===== src/rtl/iso_dec_pkg.sv =====
package iso_dec_pkg;

  typedef enum logic [1:0] {
    LNK_OFF     = 2'd0,
    LNK_WAIT    = 2'd1,
    LNK_LIVE    = 2'd2,
    LNK_STARVED = 2'd3
  } link_state_t;

  typedef struct packed {
    logic any;
    logic take_hi;
    logic take_lo;
  } strobe_t;

  function automatic strobe_t decode_strobe(input logic s, input logic r);
    strobe_t d;
    d.any     = s | r;
    d.take_hi = s & ~r;
    d.take_lo = r & ~s;
    return d;
  endfunction

endpackage


===== src/rtl/iso_dec_sync.sv =====
module iso_dec_sync #(
  parameter int STAGES = 2
) (
  input  logic clk,
  input  logic rst,
  input  logic din,
  output logic dout
);

  logic [STAGES-1:0] chain;

  generate
    if (STAGES == 1) begin : g_single
      always_ff @(posedge clk) begin
        if (rst) chain <= '0;
        else     chain <= din;
      end
    end else begin : g_multi
      always_ff @(posedge clk) begin
        if (rst) chain <= '0;
        else     chain <= {chain[STAGES-2:0], din};
      end
    end
  endgenerate

  assign dout = chain[STAGES-1];

endmodule


===== src/rtl/iso_dec_watchdog.sv =====
module iso_dec_watchdog #(
  parameter int LIMIT = 1250
) (
  input  logic clk,
  input  logic rst,
  input  logic enable,
  input  logic activity,
  output logic starve
);

  localparam int CW = $clog2(LIMIT + 1);
  localparam logic [CW-1:0] LIM_V = CW'(LIMIT);

  logic [CW-1:0] idle_q;

  always_ff @(posedge clk) begin
    if (rst || !enable) begin
      idle_q <= '0;
    end else if (activity) begin
      idle_q <= '0;
    end else if (idle_q != LIM_V) begin
      idle_q <= idle_q + 1'b1;
    end
  end

  assign starve = (idle_q == LIM_V);

endmodule


===== src/rtl/iso_dec_bistable.sv =====
module iso_dec_bistable
  import iso_dec_pkg::*;
(
  input  logic    clk,
  input  logic    rst,
  input  logic    enable,
  input  strobe_t strb,
  input  logic    starve,
  output logic    level
);

  always_ff @(posedge clk) begin
    if (rst || !enable) begin
      level <= 1'b0;
    end else if (strb.take_hi) begin
      level <= 1'b1;
    end else if (strb.take_lo) begin
      level <= 1'b0;
    end else if (starve && !strb.any) begin
      level <= 1'b0;
    end
  end

endmodule


===== src/rtl/iso_dec_seq.sv =====
module iso_dec_seq
  import iso_dec_pkg::*;
(
  input  logic    clk,
  input  logic    rst,
  input  logic    pwr_good,
  input  strobe_t strb,
  input  logic    starve,
  output logic    rx_enable,
  output logic    drv_en,
  output logic    live
);

  link_state_t state_q, state_d;
  logic        accept;

  assign rx_enable = (state_q != LNK_OFF) && pwr_good;
  assign accept    = rx_enable && (strb.take_hi || strb.take_lo);

  always_comb begin
    state_d = state_q;
    if (!pwr_good) begin
      state_d = LNK_OFF;
    end else begin
      case (state_q)
        LNK_OFF:     state_d = LNK_WAIT;
        LNK_WAIT:    if (accept) state_d = LNK_LIVE;
        LNK_LIVE:    if (starve && !strb.any) state_d = LNK_STARVED;
        LNK_STARVED: if (accept) state_d = LNK_LIVE;
        default:     state_d = LNK_OFF;
      endcase
    end
  end

  always_ff @(posedge clk) begin
    if (rst) state_q <= LNK_OFF;
    else     state_q <= state_d;
  end

  assign drv_en = (state_q != LNK_OFF);
  assign live   = (state_q == LNK_LIVE);

endmodule


===== src/rtl/iso_chan_decoder.sv =====
module iso_chan_decoder
  import iso_dec_pkg::*;
#(
  parameter int CLK_MHZ         = 250,
  parameter int TIMEOUT_NS      = 5000,
  parameter int WATCHDOG_CYCLES = CLK_MHZ * TIMEOUT_NS / 1000,
  parameter int SYNC_STAGES     = 2
) (
  input  logic clk,
  input  logic rst,
  input  logic power_ok,
  input  logic set_pulse,
  input  logic reset_pulse,
  output logic data_out,
  output logic out_en,
  output logic valid
);

  logic    pwr_s;
  logic    rx_en;
  logic    starve;
  strobe_t strb;

  assign strb = decode_strobe(set_pulse, reset_pulse);

  iso_dec_sync #(.STAGES(SYNC_STAGES)) u_sync (
    .clk  (clk),
    .rst  (rst),
    .din  (power_ok),
    .dout (pwr_s)
  );

  iso_dec_seq u_seq (
    .clk       (clk),
    .rst       (rst),
    .pwr_good  (pwr_s),
    .strb      (strb),
    .starve    (starve),
    .rx_enable (rx_en),
    .drv_en    (out_en),
    .live      (valid)
  );

  iso_dec_watchdog #(.LIMIT(WATCHDOG_CYCLES)) u_wdog (
    .clk      (clk),
    .rst      (rst),
    .enable   (rx_en),
    .activity (strb.any),
    .starve   (starve)
  );

  iso_dec_bistable u_latch (
    .clk    (clk),
    .rst    (rst),
    .enable (rx_en),
    .strb   (strb),
    .starve (starve),
    .level  (data_out)
  );

endmodule


===== config.mk =====
export PLATFORM = sky130hd
export DESIGN_NAME = iso_chan_decoder
export DESIGN_NICKNAME = d
export VERILOG_FILES = /design/src/rtl/iso_dec_pkg.sv /design/src/rtl/iso_dec_sync.sv /design/src/rtl/iso_dec_watchdog.sv /design/src/rtl/iso_dec_bistable.sv /design/src/rtl/iso_dec_seq.sv /design/src/rtl/iso_chan_decoder.sv
export SDC_FILE = /design/constraint.sdc
export NUM_CORES = 1
export LEC_CHECK = 0
export BUFFER_PORTS_ARGS = -buffer_cell sky130_fd_sc_hd__buf_2
export CAP_MARGIN = 20
export CORE_MARGIN = 2
export CORE_UTILIZATION = 45
export DETAILED_ROUTE_END_ITERATION = 6
export PLACE_DENSITY = 0.72
export RECOVER_POWER = 25
export SYNTH_ARGS = -nofsm -noshare
export SYNTH_HDL_FRONTEND = slang
export SYNTH_SLANG_ARGS = --single-unit

===== constraint.sdc =====
create_clock -name clk -period 3.2 [get_ports clk]
set_input_delay 0.16 -clock clk [delete_from_list [all_inputs] [get_ports clk]]
set_output_delay 0.16 -clock clk [all_outputs]
set_load 0.02 [all_outputs]

==> results.py, run 1 <==
metrics = {
    "setup_path": {
        "cp_max_fo": 5,
        "rrSetupSlack_ps": 1720,
        "critPathMaxStageDelay_ps": 430,
        "start_kind": "flop",
        "critPathKind": "flop to flop",
        "crit_path_end_kind": "flop",
        "crit_slowest_cell": "dfxtp_1",
        "arrival_ps": 1650,
        "cp.required_ps": 3370,
        "path_cells": "inv_1 -> ha_1 -> and4bb_1 -> a41oi_2 -> mux2i_1 -> nor3_1",
    },
    "yosys": {
        "synth_area_leaders": "dfxtp_1 (39%), ha_1 (6.2%), xnor2_1 (5.4%)",
        "netlist.top_cell.by_area": "dfxtp_1",
        "syn_inst": 81,
        "synth_nets": 90,
        "seq_area_frac_synth_pct": 39.4,
        "synth_seq_cells": 16,
        "synth_area_per_cell_um2": 10.0,
        "synth_cell_type_count": 31,
        "synth_top_area_share_pct": 39.4,
        "synth_area_um2": 813,
        "ys_warn_count": 0,
    },
    "clock_tree": {
        "cts_tree": "built",
        "clk_pin_slew_ps": 90,
        "cts_max_level": 1,
        "cts_buffer_depth": 2,
        "cts_sinks": 16,
        "cts-root-buf": "clkbuf_4",
        "clock_latency_ps": 280,
        "cts_setup_buffers": 0,
        "cts-buffers-inserted": 3,
        "cts.repair.resized": 0,
        "hold_buffers": 0,
    },
    "placement": {
        "detailed_place_hpwl_um": 924,
        "place.gp.congestion": 0.755,
        "port_buffers": 7,
        "place_area_um2": 872,
    },
    "floorplanning": {
        "rows": 15,
        "num_io_pins": 8,
        "initial_core_util_pct": 47.6,
        "die_h_um": 46.5,
        "dieArea_mm2": 0.00216,
        "coreArea_mm2": 0.00171,
        "die_w_um": 46.5,
    },
    "pwr": {
        "power_density_mw_per_mm2": 380,
        "max-vdd-ir-drop_uv": 208,
        "p_leak_uw": 0.000325,
    },
    "run_status": {
        "outcome": "finished clean",
    },
    "cells_and_area": {
        "drive_above_1_share_pct": 22.0,
        "final_common_cell": "dfxtp_1",
        "antennaDiodeCount": 0,
        "finalInstanceArea_um2": 906,
        "area_delta_synth_final_pct": 11.4,
        "nets": 101,
        "final_core_util_pct": 53.0,
        "final_cell_mix": "dfxtp_1 (16), nor2_1 (8), nand2_1 (6)",
    },
    "routing": {
        "drtIter0Drc": 12,
        "num_vias": 576,
        "drc": 0,
        "viasPerCell": 4.97,
        "postRouteAntennaNets": 0,
        "drt-pass1-iter-count": 4,
        "wl_per_cell_um": 10.9,
        "wl_um": 1260,
    },
    "sta": {
        "max_slew.worst_pin.slew_ps": 375,
        "maxSlewViolCount": 0,
        "layout_min_cycle_time_ps": 1480,
        "finClkSkew_ps": 1.69,
        "max_slew_margin_pct": 75.0,
        "period_share_pct": 46.2,
        "setup_violations": 0,
        "whs_ps": 53.1,
        "tns_ps": 0,
        "hold_violations": 0,
        "fmax_mhz": 676,
        "rsz0062_at_grt": "false",
    },
    "hold_path": {
        "hp-class": "input port to flop",
    },
    "flow_run": {
        "cap_violations": 0,
    },
    "global_route": {
        "grt_util_all_layers_pct": 15.1,
        "antenna_found_initial": 0,
        "grt_pass1_vias": 510,
        "grt_max_degree": 11,
        "grt_pass1_wl_um": 2190,
        "overflow": 0,
    },
}
-- cell type report --
type	instances	area, um^2
multi-input cells	60	470
flip-flops and latches	16	320
fillers	149	802
well taps	25	31.3
repair buffers	7	32.5
inverters	4	15.0
clock buffers	4	36.3
-- synth_stat cells --
library cell,n
a211oi_2,1
a21oi_1,4
a221oi_1,1
a41oi_2,1
and2_1,1
and4bb_1,1
buf_4,1
dfxtp_1,16
ha_1,4
inv_1,4
mux2i_1,1
nand2_1,6
nand2b_1,1
nand2b_4,2
nand3_1,2
nand3_2,1
nand3_4,1
nand3b_1,1
nand4_1,1
nor2_1,8
nor2_2,2
nor2b_1,3
nor3_1,3
nor4_2,1
nor4_4,1
nor4b_4,1
o21ai_0,2
or3_1,2
or3b_1,1
xnor2_1,5
xor2_1,2
-- path summary, 6_finish.rpt --
path,from,cells after the start,endpoint
max,u_wdog.idle_q[0],6,u_latch.level
min,rst,2,u_sync.chain[1]
max reg2reg,u_wdog.idle_q[0],6,u_latch.level
min reg2reg,u_sync.chain[0],1,u_sync.chain[1]
-- cells by family after synthesis --
kind of cell    after synthesis  share of synthesized area (%)
simple gates                 39                           34.6
fa+ha+maj                     4                           6.15
mux                           1                           1.23
buf+inv                       5                           2.77
xor+xnor                      7                           7.54
flops                        16                           39.4
compound gates                9                           8.31
-- through the flow --
step	total power, uW	setup WS (ps)	std cells
3_3_place_gp	219	1770	112
2_1_floorplan	215	1820	81
3_5_place_dp	219	1740	112
4_1_cts	352	1720	116
6_report	344	1720	116
5_1_grt	363	1620	116
-- critical path, delay by kind of cell, from the launching register on --
| kind | cells | cell delay (ps) |
|---|---|---|
| flops | 1 | 430 |
| simple gates | 2 | 300 |
| mux | 1 | 200 |
| fa+ha+maj | 1 | 190 |
| compound gates | 1 | 190 |
| buf+inv | 1 | 70 |
-- flip-flops by register name, indices dropped and copies added (netlist names) --
register,count
u_latch.level,1
u_seq.state_q,2
u_sync.chain,2
u_wdog.idle_q,11
-- report_power, final --
part	switching (uW)	total [uW]	leakage, uW	internal [uW]
registers	0.866	201	0.000129	200
logic	6.13	13.0	0.000175	6.90
clock network	60.2	129	0.0000210	69.2
total	67.2	344	0.000325	277
-- layer usage --
metal	global-route usage, %	vias up	wire (um)
met4	10.3	0	12
met3	4.71	2	25
met1	18.4	268	606
li1	-	300	-
met5	0	-	0
met2	22.5	6	617
Note: power is estimated with default switching activity, not from simulation.
==> run 2: changes to the inputs <==
clock period = 1.4 ns   (was 3.2 ns; I/O delays follow)
==> run 2 against run 1 <==
Net effect: critical path depth stayed put; die area stayed put; sequential share of layout area is 2.2 points lower; clock power is 88% higher; count of clock-buffer cells in the layout is 1 lower; final cell count is 7.8% higher; clock skew is 5.4 ps higher; register-to-register slack worse by 1700 ps; sequential power is 130% higher; combinational power grew to 3.0 times the previous value; worst hold slack better by 28 ps; flip-flop and latch count stayed put; critical endpoint unchanged.
==> results.py, run 2 (synthesis results as in run 1) <==
metrics = {
    "cells_and_area": {
        "regMostFlops": "u_wdog.idle_q",
        "final_common_cell": "dfxtp_1",
        "final_cell_mix": "dfxtp_1 (14), nor2_1 (8), buf_2 (7), buf_4 (7), nand2_1 (6)",
        "fill_cells": 160,
        "antennaDiodeCount": 0,
        "drive_above_1_share_pct": 30.0,
        "final_core_util_pct": 57.0,
        "finalInstanceArea_um2": 973,
        "fin_cells": 125,
        "area_delta_synth_final_pct": 19.7,
        "largest_register_ffs": 11,
        "top_regs": "u_wdog.idle_q: 11 flops, u_seq.state_q: 2 flops, u_sync.chain: 2 flops",
        "nets": 111,
    },
    "sta": {
        "max_slew_margin_pct": 80.1,
        "fmax_mhz": 721,
        "hold_violations": 0,
        "finClkSkew_ps": 7.11,
        "max_slew.worst_pin.slew_ps": 298,
        "maxSlewViolCount": 0,
        "rsz0062_at_grt": "true",
        "setup_violations": 0,
        "layout_min_cycle_time_ps": 1390,
        "whs_ps": 80.9,
        "period_share_pct": 99.1,
    },
    "clock_tree": {
        "cts-buffers-inserted": 3,
        "cts_tree": "built",
        "cts-root-buf": "clkbuf_4",
        "cts_max_level": 1,
        "clk_pin_slew_ps": 90,
        "cts_buffer_depth": 2,
        "cts_sinks": 16,
        "cts_setup_buffers": 0,
        "clock_latency_ps": 290,
    },
    "setup_path": {
        "cp-startpoint": "u_wdog.idle_q[0]",
        "arrival_ps": 1570,
        "cp_max_fo": 4,
        "critPathKind": "flop to flop",
        "r2r_start": "u_wdog.idle_q[0]",
        "rrSetupSlack_ps": 10,
        "crit_path_end_kind": "flop",
        "timing.rr.end": "u_latch.level",
        "cp.required_ps": 1580,
        "crit_end": "u_latch.level",
        "start_kind": "flop",
        "worstRegToRegCells": 6,
    },
    "hold_path": {
        "hold_path_depth": 3,
        "hp-class": "input port to flop",
    },
    "routing": {
        "viasPerCell": 5.00,
        "wl_per_cell_um": 12.2,
        "drtIter0Drc": 13,
        "drc": 0,
        "wl_um": 1530,
        "postRouteAntennaNets": 0,
        "num_vias": 625,
        "drt-pass1-iter-count": 4,
    },
    "floorplanning": {
        "die_h_um": 46.5,
        "initial_core_util_pct": 47.6,
        "coreArea_mm2": 0.00171,
        "num_io_pins": 8,
        "die_w_um": 46.5,
        "rows": 15,
        "dieArea_mm2": 0.00216,
    },
    "placement": {
        "port_buffers": 7,
        "detailed_place_hpwl_um": 1170,
        "place.gp.congestion": 0.771,
        "place_area_um2": 932,
        "placed_cells": 120,
    },
    "flow_run": {
        "cap_violations": 0,
    },
    "global_route": {
        "overflow": 0,
        "grt_pass1_wl_um": 2550,
        "grt_util_all_layers_pct": 17.7,
        "antenna_found_initial": 0,
        "grt_max_degree": 9,
        "grt_pass1_vias": 598,
    },
    "run_status": {
        "outcome": "finished clean",
    },
    "pwr": {
        "p_leak_uw": 0.000371,
        "power_density_mw_per_mm2": 761,
        "max-vdd-ir-drop_uv": 447,
    },
}
run 2: through the flow:
step           total power, uW  setup WS, ps  setup TNS [ps]
2_1_floorplan              491          22.0               0
3_3_place_gp               504          38.6               0
3_5_place_dp               506         -54.5           -54.5
4_1_cts                    751          13.2               0
5_1_grt                    772         -66.8            -124
6_report                   741          13.1               0
run 2: cell type report:
type | count | area, um^2 | area share [%]
clock buffer | 3 | 22.5 | 2.31
inverter | 4 | 15.0 | 1.54
multi-input combinational | 60 | 470 | 48.3
sequential | 16 | 323 | 33.2
tap | 25 | 31.3 | 3.21
timing repair buffer | 17 | 111 | 11.4
run 2: worst max-delay path: stages, from the launching register on:
cell and delay, ps:
dfxtp_2 360, inv_1 50, ha_1 180, and4bb_1 240, a41oi_2 170, mux2i_1 220, nor3_1 70
run 2: repair_timing:
action,in CTS,in global routing
hold endpoints to repair,2,0
hold buffers,2,0
setup endpoints to repair,2,4
pin swaps,1,1
resized for setup,2,0
run 2: worst min-delay path by stage:
stage	start	endpoint	slack, ps
finish	rst	u_seq.state_q[1]	80
detailed placement	rst	u_sync.chain[1]	260
floorplan	rst	u_sync.chain[0]	140
global placement	rst	u_sync.chain[1]	260
global route	rst	u_seq.state_q[1]	80
CTS	rst	u_seq.state_q[1]	70
run 2: per-layer routing:
| metal | wire, um | global-route usage, % | vias up |
|---|---|---|---|
| met4 | 57 | 13.7 | 0 |
| met2 | 729 | 28.1 | 5 |
| met1 | 715 | 20.4 | 296 |
| met3 | 25 | 3.53 | 5 |
| li1 | - | - | 319 |
| met5 | 0 | 0 | - |
run 2: power by group:
group          leakage [uW]  switching [uW]  internal, uW
sequential         0.000130            1.60           458
combinational      0.000227            16.8          22.7
clock             0.0000138             142           100
